==> src/rtl/setup_buf_pkg.sv <==
// Package: shared defaults and helpers for the setup packet capture buffer.
// Assumes: users size the buffer through the top-level parameters only.
package setup_buf_pkg;
    localparam int unsigned SETUP_BYTES_DEF = 8;
    localparam int unsigned BYTE_W_DEF      = 8;

    // Width of a pointer able to index the given number of bytes.
    function automatic int unsigned idx_width(input int unsigned depth);
        return (depth > 1) ? $clog2(depth) : 1;
    endfunction
endpackage

==> src/rtl/setup_rx_ctrl.sv <==
// Module: USB-side write sequencer. It tracks whether a reception is open
// and which byte comes next. It flags the write that completes a packet.
// Assumes: rx_start opens a reception. A write in the same cycle as the
// start goes to byte 0. Writes are accepted only while a reception is open.
module setup_rx_ctrl #(
    parameter int unsigned DEPTH = 8,
    parameter int unsigned PTR_W = 3
) (
    input  logic             clk,
    input  logic             rst_n,
    input  logic             rx_start,
    input  logic             rx_wr,
    output logic             wr_fire,
    output logic [PTR_W-1:0] wr_idx,
    output logic             pkt_done
);
    localparam logic [PTR_W-1:0] LAST_IDX = PTR_W'(DEPTH - 1);

    logic             rx_open_q;
    logic [PTR_W-1:0] wr_ptr_q;
    logic             open_eff;

    // Effective state for this cycle: a start strobe reopens at byte 0.
    always_comb begin
        open_eff = rx_start | rx_open_q;
        wr_idx   = rx_start ? '0 : wr_ptr_q;
        wr_fire  = rx_wr & open_eff;
        pkt_done = wr_fire && (wr_idx == LAST_IDX);
    end

    // Reception state: open on start, close once the last byte is written.
    always_ff @(posedge clk) begin
        if (!rst_n) begin
            rx_open_q <= 1'b0;
            wr_ptr_q  <= '0;
        end else if (pkt_done) begin
            rx_open_q <= 1'b0;
            wr_ptr_q  <= '0;
        end else if (wr_fire) begin
            rx_open_q <= 1'b1;
            wr_ptr_q  <= wr_idx + 1'b1;
        end else if (rx_start) begin
            rx_open_q <= 1'b1;
            wr_ptr_q  <= '0;
        end
    end
endmodule

==> src/rtl/setup_store.sv <==
// Module: byte storage for one setup packet, with one write port and a
// combinational read port.
// Assumes: the write side gives one byte index per cycle, and the read
// index is always below DEPTH.
module setup_store #(
    parameter int unsigned DEPTH  = 8,
    parameter int unsigned BYTE_W = 8,
    parameter int unsigned PTR_W  = 3
) (
    input  logic              clk,
    input  logic              rst_n,
    input  logic              wr_fire,
    input  logic [PTR_W-1:0]  wr_idx,
    input  logic [BYTE_W-1:0] wr_byte,
    input  logic [PTR_W-1:0]  rd_idx,
    output logic [BYTE_W-1:0] rd_byte
);
    logic [BYTE_W-1:0] cell_q [DEPTH];

    for (genvar g = 0; g < DEPTH; g++) begin : g_cell
        // One byte cell: loaded when the write addresses this slot.
        always_ff @(posedge clk) begin
            if (!rst_n) begin
                cell_q[g] <= '0;
            end else if (wr_fire && (wr_idx == PTR_W'(g))) begin
                cell_q[g] <= wr_byte;
            end
        end
    end

    // Read mux: pick the byte at the CPU read pointer.
    always_comb begin
        rd_byte = cell_q[rd_idx];
    end
endmodule

==> src/rtl/setup_rd_ctrl.sv <==
// Module: CPU-side read sequencer. It owns the ready flag and the read
// pointer, forms the registered read response, and raises the abort pulse
// when a start strobe preempts a read sequence.
// Assumes: pkt_done and a ready packet are never present together, except
// when a start and a completing write share a cycle, where pkt_done wins.
module setup_rd_ctrl #(
    parameter int unsigned DEPTH  = 8,
    parameter int unsigned BYTE_W = 8,
    parameter int unsigned PTR_W  = 3
) (
    input  logic              clk,
    input  logic              rst_n,
    input  logic              rx_start,
    input  logic              pkt_done,
    input  logic              rd_req,
    input  logic [BYTE_W-1:0] rd_byte,
    output logic [PTR_W-1:0]  rd_idx,
    output logic              ready,
    output logic              rd_valid,
    output logic [BYTE_W-1:0] rd_data,
    output logic              rd_abort
);
    localparam logic [PTR_W-1:0] LAST_IDX = PTR_W'(DEPTH - 1);

    logic [PTR_W-1:0] rd_ptr_q;
    logic             ready_q;
    logic             rd_ok;
    logic             rd_last;
    logic             preempt;

    // Read qualification: the USB side wins over any CPU read.
    always_comb begin
        rd_ok   = rd_req & ready_q & ~rx_start;
        rd_last = rd_ok && (rd_ptr_q == LAST_IDX);
        preempt = rx_start & ready_q & (rd_req | (rd_ptr_q != '0));
        rd_idx  = rd_ptr_q;
        ready   = ready_q;
    end

    // Ready flag: set by a completed packet, cleared by start or last read.
    always_ff @(posedge clk) begin
        if (!rst_n) begin
            ready_q <= 1'b0;
        end else if (pkt_done) begin
            ready_q <= 1'b1;
        end else if (rx_start || rd_last) begin
            ready_q <= 1'b0;
        end
    end

    // Read pointer: rewinds on start, on a new packet or after the last byte.
    always_ff @(posedge clk) begin
        if (!rst_n) begin
            rd_ptr_q <= '0;
        end else if (rx_start || pkt_done || rd_last) begin
            rd_ptr_q <= '0;
        end else if (rd_ok) begin
            rd_ptr_q <= rd_ptr_q + 1'b1;
        end
    end

    // Registered read response and abort pulse.
    always_ff @(posedge clk) begin
        if (!rst_n) begin
            rd_valid <= 1'b0;
            rd_data  <= '0;
            rd_abort <= 1'b0;
        end else begin
            rd_valid <= rd_ok;
            rd_data  <= rd_ok ? rd_byte : '0;
            rd_abort <= preempt;
        end
    end
endmodule

==> src/rtl/setup_capture_buf.sv <==
// Module: top of the setup packet capture buffer. It joins the USB-side
// write sequencer, the byte storage and the CPU-side read sequencer.
// Assumes: one clock domain for both sides, and a synchronous active-low
// reset.
module setup_capture_buf
    import setup_buf_pkg::*;
#(
    parameter int unsigned DEPTH  = SETUP_BYTES_DEF,
    parameter int unsigned BYTE_W = BYTE_W_DEF
) (
    input  logic              clk,
    input  logic              rst_n,
    input  logic              rx_start,
    input  logic              rx_wr,
    input  logic [BYTE_W-1:0] rx_data,
    input  logic              rd_req,
    output logic [BYTE_W-1:0] rd_data,
    output logic              rd_valid,
    output logic              setup_ready,
    output logic              rd_abort
);
    localparam int unsigned PTR_W = idx_width(DEPTH);

    logic             wr_fire;
    logic             pkt_done;
    logic [PTR_W-1:0] wr_idx;
    logic [PTR_W-1:0] rd_idx;
    logic [BYTE_W-1:0] rd_byte;

    setup_rx_ctrl #(.DEPTH(DEPTH), .PTR_W(PTR_W)) u_rx (
        .clk      (clk),
        .rst_n    (rst_n),
        .rx_start (rx_start),
        .rx_wr    (rx_wr),
        .wr_fire  (wr_fire),
        .wr_idx   (wr_idx),
        .pkt_done (pkt_done)
    );

    setup_store #(.DEPTH(DEPTH), .BYTE_W(BYTE_W), .PTR_W(PTR_W)) u_store (
        .clk     (clk),
        .rst_n   (rst_n),
        .wr_fire (wr_fire),
        .wr_idx  (wr_idx),
        .wr_byte (rx_data),
        .rd_idx  (rd_idx),
        .rd_byte (rd_byte)
    );

    setup_rd_ctrl #(.DEPTH(DEPTH), .BYTE_W(BYTE_W), .PTR_W(PTR_W)) u_rd (
        .clk      (clk),
        .rst_n    (rst_n),
        .rx_start (rx_start),
        .pkt_done (pkt_done),
        .rd_req   (rd_req),
        .rd_byte  (rd_byte),
        .rd_idx   (rd_idx),
        .ready    (setup_ready),
        .rd_valid (rd_valid),
        .rd_data  (rd_data),
        .rd_abort (rd_abort)
    );
endmodule

==> config.mk <==
export PLATFORM = sky130hd
export DESIGN_NAME = setup_capture_buf
export DESIGN_NICKNAME = d
export VERILOG_FILES = /design/src/rtl/setup_buf_pkg.sv /design/src/rtl/setup_rx_ctrl.sv /design/src/rtl/setup_store.sv /design/src/rtl/setup_rd_ctrl.sv /design/src/rtl/setup_capture_buf.sv
export SDC_FILE = /design/constraint.sdc
export NUM_CORES = 1
export LEC_CHECK = 0
export ABC_AREA = 1
export BUFFER_PORTS_ARGS = -buffer_cell sky130_fd_sc_hd__buf_2
export CAP_MARGIN = 20
export CELL_PAD_IN_SITES_DETAIL_PLACEMENT = 1
export CELL_PAD_IN_SITES_GLOBAL_PLACEMENT = 1
export CORE_UTILIZATION = 42
export CTS_CLUSTER_DIAMETER = 80
export DETAILED_ROUTE_END_ITERATION = 8
export GPL_ROUTABILITY_DRIVEN = 1
export HOLD_SLACK_MARGIN = 0.02
export PLACE_DENSITY_LB_ADDON = 0.1
export SYNTH_ARGS = -nofsm -noshare
export SYNTH_HDL_FRONTEND = slang
export SYNTH_SLANG_ARGS = --single-unit
==> constraint.sdc <==
create_clock -name clk -period 2.1 [get_ports clk]
set_input_delay 0.315 -clock clk [delete_from_list [all_inputs] [get_ports clk]]
set_output_delay 0.315 -clock clk [all_outputs]
set_load 0.02 [all_outputs]
==> reports/metrics.yaml <==
critPathKind: "register to register"
fin_util: 0.480
min-delay-start: "rx_start"
fin_setup_tns_ps: 0
path_clk_slew_ps: 80
first_pass_iters: 4
vias: 2906
wl_met2_mm: 4.48
synth_edf_count: 64
drtIter0Drc: 112
outcome: "finished, final reports clean"
worstSetupEndpointType: "register"
max_clock_freq_ghz: 0.571
slowest_stage: "ha_1"
relSlewSlack: 0.603
period_minus_slack_ps: 1750
io_buffers: 23
r2r-end: "u_store.cell_q[1][1]"
die_w_um: 100
area_growth_pct: 10.5
hold_violations: 0
fin_total_pwr_mw: 3.04
rr_startpoint: "u_rx.wr_ptr_q[0]"
ys_types: 27
gp_congestion: 0.782
wl_per_cell_um: 15.7
hold_buffers: 0
grt_start_max_net_pins: 33
drv_slew: 0
cp.arrival_ps: 1810
ys_seq_area_frac: 0.566
vdd_drop_max_mv: 0.385
reg2reg_depth: 6
grt-ovfl-total: 0
ff2ff_setup_slack_ps: 350
worstMarginPinSlew_ps: 596
grt_pass1_wl_mm: 15.2
io_pins: 24
rsz0062_at_grt: "no"
cp_max_fo: 8
core_area_um2: 9280
die_h_um: 100
cp-start-kind: "register"
root_buffer: "clkbuf_8"
ys.flop_type: "edfxtp_1"
wl_met3_um: 272
grt_pass1_vias: 2860
nNetsFinal: 499
tritoncts: "built"
worstHoldEndpoint: "u_rx.rx_open_q"
cp.required_ps: 2160
max_stage_delay_ps: 390
fin_hold_ws_ps: 272
finalSetupViolations: 0
top_layer_used: "met4"
start_util: 0.434
drc_errors: 0
fin_area_um2: 4460
grt_util_all_layers: 0.210
antenna_cells: 0
syn-num-nets: 470
syn_inst: 448
final_antenna_net_count: 0
ys_ff_latch: 82
fp.dieArea_um2: 10000
numCtsBuffers: 9
fp-row-count: 35
cts_sinks: 82
finalCritPeriodShare: 0.833
clockBufferDepth: 2
maxCapViolCount: 0
leakagePower_nw: 1.98
powerDensity_nw_per_um2: 681
cp_cell_sequence: "inv_1, nor2_1, ha_1, nand2_1, o21ai_0, buf_4"
crit_family: "adder cells"
cts-resized-gates: 0
ys_warn_count: 0
fin_worst_skew_ps: 13.2
whs_path_depth: 3
netlist_area_um2: 4030
async_flop_share: 0
placed_cell_area_um2: 4290
clk_latency_ps: 350
drt_wl_total_mm: 9.58
wl_met1_mm: 4.64
via_per_inst: 4.76
syn-mean-instance-area_um2: 9.00
dp_hpwl_mm: 6.73
antenna_found_initial: 0
post-cts-setup-buffer-count: 0
critPathBufInv: 2
final_layout_size_suffix_gt1_frac: 0.137
htreeDepth: 3
hold_class: "primary input to register"
## synthesized netlist by cell type (all sizes together), types with 3 or more instances
cell | number | area share
o21ai | 10 | 0.015
nor2 | 88 | 0.084
a21oi | 3 | 0.0037
nand3 | 44 | 0.062
nand4 | 6 | 0.032
ha | 9 | 0.028
nand2 | 102 | 0.097
buf | 15 | 0.025
dfxtp | 18 | 0.089
edfxtp | 64 | 0.48
inv | 86 | 0.082
## registers in the layout (all words and copies together) (netlist names)
name / count
u_rd.rd_valid: 1
u_rd.rd_idx: 3
u_rx.wr_ptr_q: 3
u_rx.rx_open_q: 1
u_rd.ready: 1
u_store.cell_q: 64
u_rd.rd_data: 8
u_rd.rd_abort: 1
## worst max path at each step
stage               cells after the start                    to        startpoint
finish                                  6  u_store.cell_q[1][1]  u_rx.wr_ptr_q[0]
global route                            6  u_store.cell_q[1][1]  u_rx.wr_ptr_q[0]
CTS                                     6  u_store.cell_q[3][1]  u_rx.wr_ptr_q[0]
detailed placement                      8  u_store.cell_q[3][7]          rx_start
global placement                        8  u_store.cell_q[7][1]          rx_start
floorplan                               6  u_store.cell_q[2][0]          rx_start
## worst register-to-register path, stage by stage, from the launching register on
cell,delay (ps)
dfxtp_1,320
inv_1,40
nor2_1,240
ha_1,390
nand2_1,90
o21ai_0,180
buf_4,200
## area by class of cell
cell class | instances | area, um^2
Inverter | 86 | 330
Clock inverter | 5 | 30.0
Fill cell | 1126 | 4830
Sequential cell | 82 | 2280
Tap cell | 129 | 161
Multi-Input combinational cell | 265 | 1320
Timing Repair Buffer | 33 | 190
Clock buffer | 11 | 141
## per-layer routing
layer | up-vias | track usage
met1 | 1398 | 0.282
li1 | 1451 | -
met3 | 12 | 0.0355
met4 | 0 | 0.0747
met5 | - | 0
met2 | 45 | 0.344
## cell usage in the layout (no fill, tap or decap)
master      count
a211oi_1        1
a21oi_1         3
buf_2          23
buf_4          10
clkbuf_1        1
clkbuf_8       10
clkinv_2        3
clkinvlp_4      2
dfxtp_1        18
edfxtp_1       64
ha_1            9
inv_1          81
inv_2           3
inv_4           1
inv_6           1
nand2_1       100
nand2_2         1
nand2_4         1
nand3_1        41
nand3_2         1
nand3_4         2
nand3b_1        1
nand4_4         6
nor2_1         87
nor2_4          1
o21ai_0         8
o21ai_1         1
o21ai_4         1
xor2_1          1
## through the flow
step                instances  setup WS (ps)
floorplan                 448            131
finish                    611            350
global placement          595            251
global route              611            190
CTS                       611            333
detailed placement        595            165
## kinds of logic (layout without fill, tap and decap cells)
logic type	after synthesis	after routing	synth area share
AOI/OAI and AO/OA	14	14	0.0208
xor gates and xnor gates	1	1	0.00217
adders and majority gates	9	9	0.0279
buffers and inverters	101	135	0.106
DFF	82	82	0.566
and+or+nand+nor	241	241	0.277
## where the power goes
part           switching [mW]  internal [mW]
registers              0.0162           1.80
logic                   0.142         0.0527
clock network           0.573          0.456
total                   0.730           2.31
Power figures use the tool's default switching activity.
